==> src/rtl/twi_pkg.sv <==
`timescale 1ns/1ps
package twi_pkg;

    localparam int REG_AW = 8;
    localparam int REG_DW = 16;

    localparam logic [6:0] DEV_ADDR    = 7'b1001010;
    localparam logic [7:0] CTRL_REG    = 8'h08;
    localparam int         CLKEN_BIT   = 5;
    localparam logic [7:0] MODE_REG    = 8'h09;
    localparam int         AUTOINC_BIT = 2;
    localparam int         WRONLY_BIT  = 0;

    typedef enum logic [2:0] {
        ST_IDLE,
        ST_ADDR,
        ST_WR,
        ST_ACK,
        ST_RD,
        ST_MACK
    } twi_state_e;

    typedef enum logic [1:0] {
        PH_REG,
        PH_HI,
        PH_LO
    } wr_phase_e;

    typedef struct packed {
        logic scl;
        logic sda;
        logic scl_rise;
        logic scl_fall;
        logic start;
        logic stop;
    } line_ev_t;

    typedef struct packed {
        logic              we;
        logic [REG_AW-1:0] addr;
        logic [REG_DW-1:0] data;
    } reg_wr_t;

    function automatic logic [REG_DW-1:0] reset_value(input logic [REG_AW-1:0] a);
        logic [REG_DW-1:0] v;
        v = '0;
        if (a == CTRL_REG) v[CLKEN_BIT] = 1'b1;
        if (a == MODE_REG) v[AUTOINC_BIT] = 1'b1;
        return v;
    endfunction

    function automatic logic addr_ok(input logic [7:0] b, input logic [6:0] id,
                                     input logic wronly);
        return (b[7:1] == id) && !(b[0] && wronly);
    endfunction

endpackage

==> src/rtl/twi_line_sync.sv <==
`timescale 1ns/1ps
module twi_line_sync
    import twi_pkg::*;
#(
    parameter int STAGES = 2
) (
    input  logic     clk,
    input  logic     rst,
    input  logic     scl_i,
    input  logic     sda_i,
    output line_ev_t ev
);

    logic [STAGES-1:0] scl_pipe;
    logic [STAGES-1:0] sda_pipe;
    logic              scl_q;
    logic              sda_q;
    logic              scl_now;
    logic              sda_now;

    always_ff @(posedge clk) begin
        if (rst) begin
            scl_pipe <= '1;
            sda_pipe <= '1;
            scl_q    <= 1'b1;
            sda_q    <= 1'b1;
        end else begin
            scl_pipe <= {scl_pipe[STAGES-2:0], scl_i};
            sda_pipe <= {sda_pipe[STAGES-2:0], sda_i};
            scl_q    <= scl_now;
            sda_q    <= sda_now;
        end
    end

    assign scl_now = scl_pipe[STAGES-1];
    assign sda_now = sda_pipe[STAGES-1];

    always_comb begin
        ev.scl      = scl_now;
        ev.sda      = sda_now;
        ev.scl_rise = !scl_q && scl_now;
        ev.scl_fall = scl_q && !scl_now;
        ev.start    = scl_q && scl_now && sda_q && !sda_now;
        ev.stop     = scl_q && scl_now && !sda_q && sda_now;
    end

endmodule

==> src/rtl/twi_regfile.sv <==
`timescale 1ns/1ps
module twi_regfile
    import twi_pkg::*;
#(
    parameter int NUM_REGS = 16
) (
    input  logic              clk,
    input  logic              rst,
    input  reg_wr_t           wr,
    input  logic [REG_AW-1:0] rd_addr,
    output logic [REG_DW-1:0] rd_data,
    output logic              clk_gate_en,
    output logic              auto_inc,
    output logic              wr_only
);

    localparam int                IW       = $clog2(NUM_REGS);
    localparam logic [REG_AW-1:0] LAST     = REG_AW'(NUM_REGS - 1);
    localparam int                CTRL_IDX = int'(CTRL_REG);
    localparam int                MODE_IDX = int'(MODE_REG);

    logic [REG_DW-1:0] regs [NUM_REGS];

    always_ff @(posedge clk) begin
        if (rst) begin
            for (int i = 0; i < NUM_REGS; i++) begin
                regs[i] <= reset_value(REG_AW'(i));
            end
        end else if (wr.we && (wr.addr <= LAST)) begin
            regs[wr.addr[IW-1:0]] <= wr.data;
        end
    end

    always_comb begin
        rd_data = '0;
        for (int i = 0; i < NUM_REGS; i++) begin
            if (rd_addr == REG_AW'(i)) rd_data = regs[i];
        end
    end

    assign clk_gate_en = regs[CTRL_IDX][CLKEN_BIT];
    assign auto_inc    = regs[MODE_IDX][AUTOINC_BIT];
    assign wr_only     = regs[MODE_IDX][WRONLY_BIT];

endmodule

==> src/rtl/twi_reg_slave.sv <==
`timescale 1ns/1ps
module twi_reg_slave
    import twi_pkg::*;
#(
    parameter int         NUM_REGS    = 16,
    parameter int         SYNC_STAGES = 2,
    parameter logic [6:0] DEV_ID      = DEV_ADDR
) (
    input  logic              clk,
    input  logic              rst,
    input  logic              scl_i,
    input  logic              sda_i,
    output logic              sda_oe,
    input  logic              sysclk_ok,
    output logic              reg_we,
    output logic [REG_AW-1:0] reg_waddr,
    output logic [REG_DW-1:0] reg_wdata
);

    line_ev_t          ev;
    twi_state_e        state;
    wr_phase_e         wphase;
    reg_wr_t           wr;
    logic [2:0]        bitcnt;
    logic [6:0]        shreg;
    logic [7:0]        byte_in;
    logic [6:0]        txb;
    logic [7:0]        hi_byte;
    logic [REG_AW-1:0] ptr;
    logic [REG_AW-1:0] ptr_next;
    logic [REG_AW-1:0] rd_addr;
    logic [REG_DW-1:0] rd_data;
    logic              rw;
    logic              ack_drv;
    logic              got_ack;
    logic              rd_lo;
    logic              wr_allowed;
    logic              clk_gate_en;
    logic              auto_inc;
    logic              wr_only;

    twi_line_sync #(.STAGES(SYNC_STAGES)) u_sync (
        .clk   (clk),
        .rst   (rst),
        .scl_i (scl_i),
        .sda_i (sda_i),
        .ev    (ev)
    );

    twi_regfile #(.NUM_REGS(NUM_REGS)) u_regs (
        .clk         (clk),
        .rst         (rst),
        .wr          (wr),
        .rd_addr     (rd_addr),
        .rd_data     (rd_data),
        .clk_gate_en (clk_gate_en),
        .auto_inc    (auto_inc),
        .wr_only     (wr_only)
    );

    always_comb begin
        byte_in    = {shreg, ev.sda};
        ptr_next   = auto_inc ? ptr + 1'b1 : ptr;
        rd_addr    = (state == ST_MACK && rd_lo) ? ptr_next : ptr;
        wr_allowed = (ptr == CTRL_REG) || !clk_gate_en || sysclk_ok;
    end

    always_ff @(posedge clk) begin
        if (rst) begin
            state   <= ST_IDLE;
            wphase  <= PH_REG;
            wr      <= '0;
            bitcnt  <= '0;
            shreg   <= '0;
            txb     <= '0;
            hi_byte <= '0;
            ptr     <= '0;
            rw      <= 1'b0;
            ack_drv <= 1'b0;
            got_ack <= 1'b0;
            rd_lo   <= 1'b0;
            sda_oe  <= 1'b0;
        end else begin
            wr.we <= 1'b0;
            if (ev.start) begin
                state   <= ST_ADDR;
                wphase  <= PH_REG;
                bitcnt  <= '0;
                ack_drv <= 1'b0;
                got_ack <= 1'b0;
                sda_oe  <= 1'b0;
            end else if (ev.stop) begin
                state   <= ST_IDLE;
                ack_drv <= 1'b0;
                sda_oe  <= 1'b0;
            end else begin
                case (state)
                    ST_ADDR, ST_WR: begin
                        if (ev.scl_rise) begin
                            shreg  <= byte_in[6:0];
                            bitcnt <= bitcnt + 3'd1;
                            if (bitcnt == 3'd7) begin
                                if (state == ST_ADDR) begin
                                    if (addr_ok(byte_in, DEV_ID, wr_only)) begin
                                        rw      <= byte_in[0];
                                        ack_drv <= 1'b0;
                                        state   <= ST_ACK;
                                    end else begin
                                        state <= ST_IDLE;
                                    end
                                end else begin
                                    state <= ST_ACK;
                                    case (wphase)
                                        PH_REG: begin
                                            ptr    <= byte_in;
                                            wphase <= PH_HI;
                                        end
                                        PH_HI: begin
                                            hi_byte <= byte_in;
                                            wphase  <= PH_LO;
                                        end
                                        default: begin
                                            wphase <= PH_HI;
                                            ptr    <= ptr_next;
                                            if (wr_allowed) begin
                                                wr.we   <= 1'b1;
                                                wr.addr <= ptr;
                                                wr.data <= {hi_byte, byte_in};
                                            end
                                        end
                                    endcase
                                end
                            end
                        end
                    end
                    ST_ACK: begin
                        if (ev.scl_fall) begin
                            if (!ack_drv) begin
                                ack_drv <= 1'b1;
                                sda_oe  <= 1'b1;
                            end else begin
                                ack_drv <= 1'b0;
                                bitcnt  <= '0;
                                if (rw) begin
                                    state  <= ST_RD;
                                    rd_lo  <= 1'b0;
                                    txb    <= rd_data[14:8];
                                    sda_oe <= !rd_data[15];
                                end else begin
                                    state  <= ST_WR;
                                    sda_oe <= 1'b0;
                                end
                            end
                        end
                    end
                    ST_RD: begin
                        if (ev.scl_rise) begin
                            bitcnt <= bitcnt + 3'd1;
                            if (bitcnt == 3'd7) begin
                                state   <= ST_MACK;
                                got_ack <= 1'b0;
                            end
                        end
                        if (ev.scl_fall) begin
                            txb    <= {txb[5:0], 1'b0};
                            sda_oe <= !txb[6];
                        end
                    end
                    ST_MACK: begin
                        if (ev.scl_rise) begin
                            if (ev.sda) state <= ST_IDLE;
                            else        got_ack <= 1'b1;
                        end
                        if (ev.scl_fall) begin
                            if (!got_ack) begin
                                sda_oe <= 1'b0;
                            end else begin
                                got_ack <= 1'b0;
                                bitcnt  <= '0;
                                state   <= ST_RD;
                                rd_lo   <= !rd_lo;
                                if (rd_lo) begin
                                    ptr    <= ptr_next;
                                    txb    <= rd_data[14:8];
                                    sda_oe <= !rd_data[15];
                                end else begin
                                    txb    <= rd_data[6:0];
                                    sda_oe <= !rd_data[7];
                                end
                            end
                        end
                    end
                    default: ;
                endcase
            end
        end
    end

    assign reg_we    = wr.we;
    assign reg_waddr = wr.addr;
    assign reg_wdata = wr.data;

endmodule

==> config.mk <==
export PLATFORM = sky130hd
export DESIGN_NAME = twi_reg_slave
export DESIGN_NICKNAME = d
export VERILOG_FILES = /design/src/rtl/twi_pkg.sv /design/src/rtl/twi_line_sync.sv /design/src/rtl/twi_regfile.sv /design/src/rtl/twi_reg_slave.sv
export SDC_FILE = /design/constraint.sdc
export NUM_CORES = 1
export LEC_CHECK = 0
export ABC_AREA = 1
export BUFFER_PORTS_ARGS = -buffer_cell sky130_fd_sc_hd__buf_2
export CAP_MARGIN = 15
export CELL_PAD_IN_SITES_DETAIL_PLACEMENT = 1
export CELL_PAD_IN_SITES_GLOBAL_PLACEMENT = 2
export CORE_MARGIN = 2
export CORE_UTILIZATION = 25
export CTS_CLUSTER_SIZE = 10
export DETAILED_ROUTE_END_ITERATION = 10
export PLACE_DENSITY = 0.6
export SYNTH_ARGS = -nofsm -noshare
export SYNTH_HDL_FRONTEND = slang
export SYNTH_SLANG_ARGS = --single-unit
==> constraint.sdc <==
create_clock -name clk -period 7.45 [get_ports clk]
set_clock_uncertainty 0.2 [all_clocks]
set_input_delay 0.745 -clock clk [delete_from_list [all_inputs] [get_ports clk]]
set_output_delay 0.745 -clock clk [all_outputs]
set_load 0.02 [all_outputs]
==> results.md <==
- The run finished with clean final reports.
- The critical hold path startpoint is scl_i.
- The number of hold violations in the final report was 0.
- TritonCTS built the clock tree.
- The sum of negative setup slack is 0 ns.
- For this design the static power due to leakage is 0.00588 uW.
- The actual transition at the worst max-transition pin is approximately 1.1 ns.
- The largest fanout of any net on the critical path is 17.
- The cell with the largest stage delay on the worst path is sky130_fd_sc_hd__dfxtp_1.
- The core outline area is 57800 sq um.
- The placed instances occupy a cell area of 15600 sq um.
- Yosys attributes the largest share of cell area to sky130_fd_sc_hd__edfxtp_1, sky130_fd_sc_hd__dfxtp_1, sky130_fd_sc_hd__nor2_1.
- The number of sinks handled by clock tree synthesis is 330.
- The number of buffers inserted during clock tree synthesis is 41.
- During placement, the flow inserted port buffers numbering 30.
- For this block, the initial DRC count from the detailed router was 635.
- Counting stages on the worst path, the most repeated cell is sky130_fd_sc_hd__a21oi_1.
- The most critical setup path has its startpoint at ptr[0].
- The worst setup path is launched from a flop.
- Once detailed placement completed, the half-perimeter wirelength came to 33700 um.
- The cell depth of the worst flop-to-flop path is 18.
- The number of instances in the synthesized netlist is ~1600.
- During I/O placement, the number of pins put on the boundary was 31.
- The most frequently used flop master after synthesis is sky130_fd_sc_hd__edfxtp_1.
- The finished cells cover 16800 sq um.
- On the worst path, the slowest cell contributes a delay of 0.46 ns.
- A synthesized cell averages 9.38 sq um.
- The initial antenna violation count is 0.
- The tool flagged a number of max-cap violations equal to 0.
- 0 antenna diodes ended up in the layout.
- Wires add up to 48400 um.
- The critical path ends at txb[0].
- The post-CTS setup repair buffer count is 0.
- The count of nets left with antenna violations once routing finished came out at 0.
- The fraction of registers with async set/reset is 0.
- The maximum clock frequency is 247 MHz.
- Yosys mapped a number of flops with a built-in enable equal to 256.
- The routed layout has about 11000 vias.
- The post-CTS clock slew at the launch and capture registers of the worst setup and hold paths is 0.06 ns.
- The die boundary width is 246 um.
- The first detailed-routing pass took 5 iterations.
- The first global-routing pass estimated 74000 um of wire.
- The count of final max-slew check failures is 0.
- For the worst setup path, the data arrival time is approximately 4.3 ns.
- The logic depth of the worst setup path including buffers is 18.
- Setup violations remaining at the end of the flow were counted as 0.
- The routability congestion estimate is 0.780.
- From synthesis to final layout, the design area changed by 14.7%.
- Counting flops and latches in the post-synthesis netlist gives 330.
- The final cycle utilization of the critical path is 0.543.
- The portion of the post-synthesis area used by sequential elements is 0.625.
- The total nets after synthesis is 1572.
- The critical path goes through inv_1, ha_1, a21oi_1, nand2_1, o21ai_2, nand2_1, nor2_4, nand2_1, nand3_1, nand3_1, a21oi_1, nand4_1, a21oi_1, nand4_1, nor2_1, nand3_1, o21bai_1, a21oi_1.
- Counting both buffers and inverters, the worst setup path holds a total of 1.
- At the end of the flow, the number of nets in the layout was 1590.
- Hold is met by 0.172 ns.
- The endpoint identified for the worst register-to-register timing path is txb[0].
- The buffer cell driving the clock tree root is sky130_fd_sc_hd__clkbuf_16.
- The total congestion overflow after global routing is 0.
- The worst ir drop on vdd is 0.000132 V.
- In this run the power density over the cells is 279 nW/um^2.
- After detailed routing, the number of remaining DRC violations is 0.
- The time the worst path needs with I/O delays and setup is 4.04 ns.
- The area enclosed by the die boundary is a little over 60000 sq um.
- The worst min-delay path category is input port to flop.
- For this run, the total global-route usage over all layers was measured as 0.163.
- Entering global routing, the biggest net connects 56 pins.
- The required time reported for the critical path endpoint is 7.70 ns.
- The clock tree synthesis step divided the H-tree into 2 levels.
- The top cell type by total area after synthesis is sky130_fd_sc_hd__edfxtp_1.
- The worst relative slew slack is 0.268.
- The endpoint type of the worst setup path is a flop.
- The average via count per standard cell is between 4 and 5.
- The hold-fix buffer count after cts is 0.
- The most used standard cell by instance count after synthesis is sky130_fd_sc_hd__nor2_1.
- In this design, the largest share of critical-path delay is due to simple AND/OR/NAND/NOR gates.
- The number of distinct library cell variants in the gate-level netlist after synthesis is 46.
- The initial cell density of the core is 0.254.
- The setup slack of the worst register-to-register path is 3.41 ns.
- The floorplan has around 90 rows.
- The startpoint-to-endpoint class of the critical path is flop to flop.
- The startpoint identified for the worst register-to-register timing path is ptr[0].
- Setup repair after global routing left no endpoint under its margin.
- Measured along the y axis, the die boundary spans between 200 and 250 um.
- The post-synthesis instance area is 14700 sq um.
- After synthesis, the most frequently instantiated cells are sky130_fd_sc_hd__nor2_1, sky130_fd_sc_hd__nand2_1, sky130_fd_sc_hd__edfxtp_1, sky130_fd_sc_hd__inv_1, sky130_fd_sc_hd__a21oi_1.
- The via count of the first global-routing pass came to 11555.
- The share of post-route cells with drive strength above 1 is 0.0901.
- At the later pin of the worst-skew pair, clock insertion delay measures 0.57 ns.
- In this run the deepest clock path goes through 3 buffers.
- After clock tree synthesis, the repair step resized 0 gates.
- After detailed routing, the average wire length per cell comes to roughly 20 um.
- The core occupancy in the finished layout is 0.291.
- The share of the synthesized area in the top cell type is 0.524.
- The Yosys step of the flow raised 0 warnings.
## state kept, by name (all words and copies together), names as in the netlist
name and cells:
ack_drv 1, bitcnt 3, got_ack 1, hi_byte 8, ptr 8, rd_lo 1, reg_waddr 8, reg_wdata 16
reg_we 1, rw 1, sda_oe 1, shreg 7, state 3, txb 7, u_regs.regs 256, u_sync.scl_pipe 2
u_sync.scl_q 1, u_sync.sda_pipe 2, u_sync.sda_q 1, wphase 2
## area by class of cell
class	count	area (sq um)
clock buffers	70	1230
clock inverters	2	21.3
fillers	6676	41000
inverters	133	499
multi-input cells	1034	4700
flip-flops and latches	330	9170
well taps	765	957
repair buffers	41	233
## cell families (layout without fill, tap and decap cells)
| family | after synthesis | count (layout) | share of synthesized area |
|---|---|---|---|
| compound gates | 207 | 207 | 0.0768 |
| flops | 330 | 330 | 0.625 |
| fa+ha+maj | 4 | 4 | 0.00341 |
| buf+inv | 199 | 246 | 0.0538 |
| simple gates | 821 | 821 | 0.239 |
| xor+xnor | 2 | 2 | 0.00120 |
## report_power, final
group | internal, uW | switching, uW | leakage (uW)
logic | 172 | 509 | 0.00224
registers | 2070 | 43.7 | 0.00304
clock network | 1110 | 784 | 0.000604
total | 3360 | 1340 | 0.00588
## placed cells by master (no fill, tap or decap), types with 13 or more instances in the layout
cell type	netlist	final
sky130_fd_sc_hd__a211oi_1	13	13
sky130_fd_sc_hd__a21oi_1	93	93
sky130_fd_sc_hd__buf_2	9	30
sky130_fd_sc_hd__clkbuf_1	52	21
sky130_fd_sc_hd__clkbuf_16	0	42
sky130_fd_sc_hd__dfxtp_1	74	74
sky130_fd_sc_hd__edfxtp_1	256	256
sky130_fd_sc_hd__inv_1	113	112
sky130_fd_sc_hd__inv_2	12	13
sky130_fd_sc_hd__nand2_1	295	295
sky130_fd_sc_hd__nand3_1	61	61
sky130_fd_sc_hd__nand4_1	46	46
sky130_fd_sc_hd__nor2_1	354	354
sky130_fd_sc_hd__nor3_1	13	13
sky130_fd_sc_hd__o21ai_0	70	70
## per-stage QoR
stage | power, uW | setup slack, ns | instances
floorplan | 2590 | 4.55 | 1563
CTS | 4770 | 3.31 | 2375
finish | 4690 | 3.41 | 2375
detailed placement | 2860 | 3.32 | 2303
global route | 4910 | 2.92 | 2375
global placement | 2850 | 3.34 | 2303
## layer usage
layer | part of all wire | GRT usage | wire length (um)
met3 | 0.033 | 0.0248 | 1580
met4 | 0.023 | 0.0446 | 1130
met1 | 0.49 | 0.228 | 23500
met2 | 0.46 | 0.262 | 22200
met5 | 0 | 0 | 0
## how the worst min path moves through the flow
stage                                    end  slack, ns  depth (start not counted)
final                     u_sync.scl_pipe[0]       0.17                          2
after global routing      u_sync.sda_pipe[0]       0.16                          2
after CTS                 u_sync.scl_pipe[0]       0.14                          2
after detailed placement  u_sync.scl_pipe[1]       0.20                          1
after global placement    u_sync.scl_pipe[1]       0.20                          1
after floorplan           u_sync.scl_pipe[1]       0.19                          1
No activity file was read; power rests on OpenSTA's default activity.
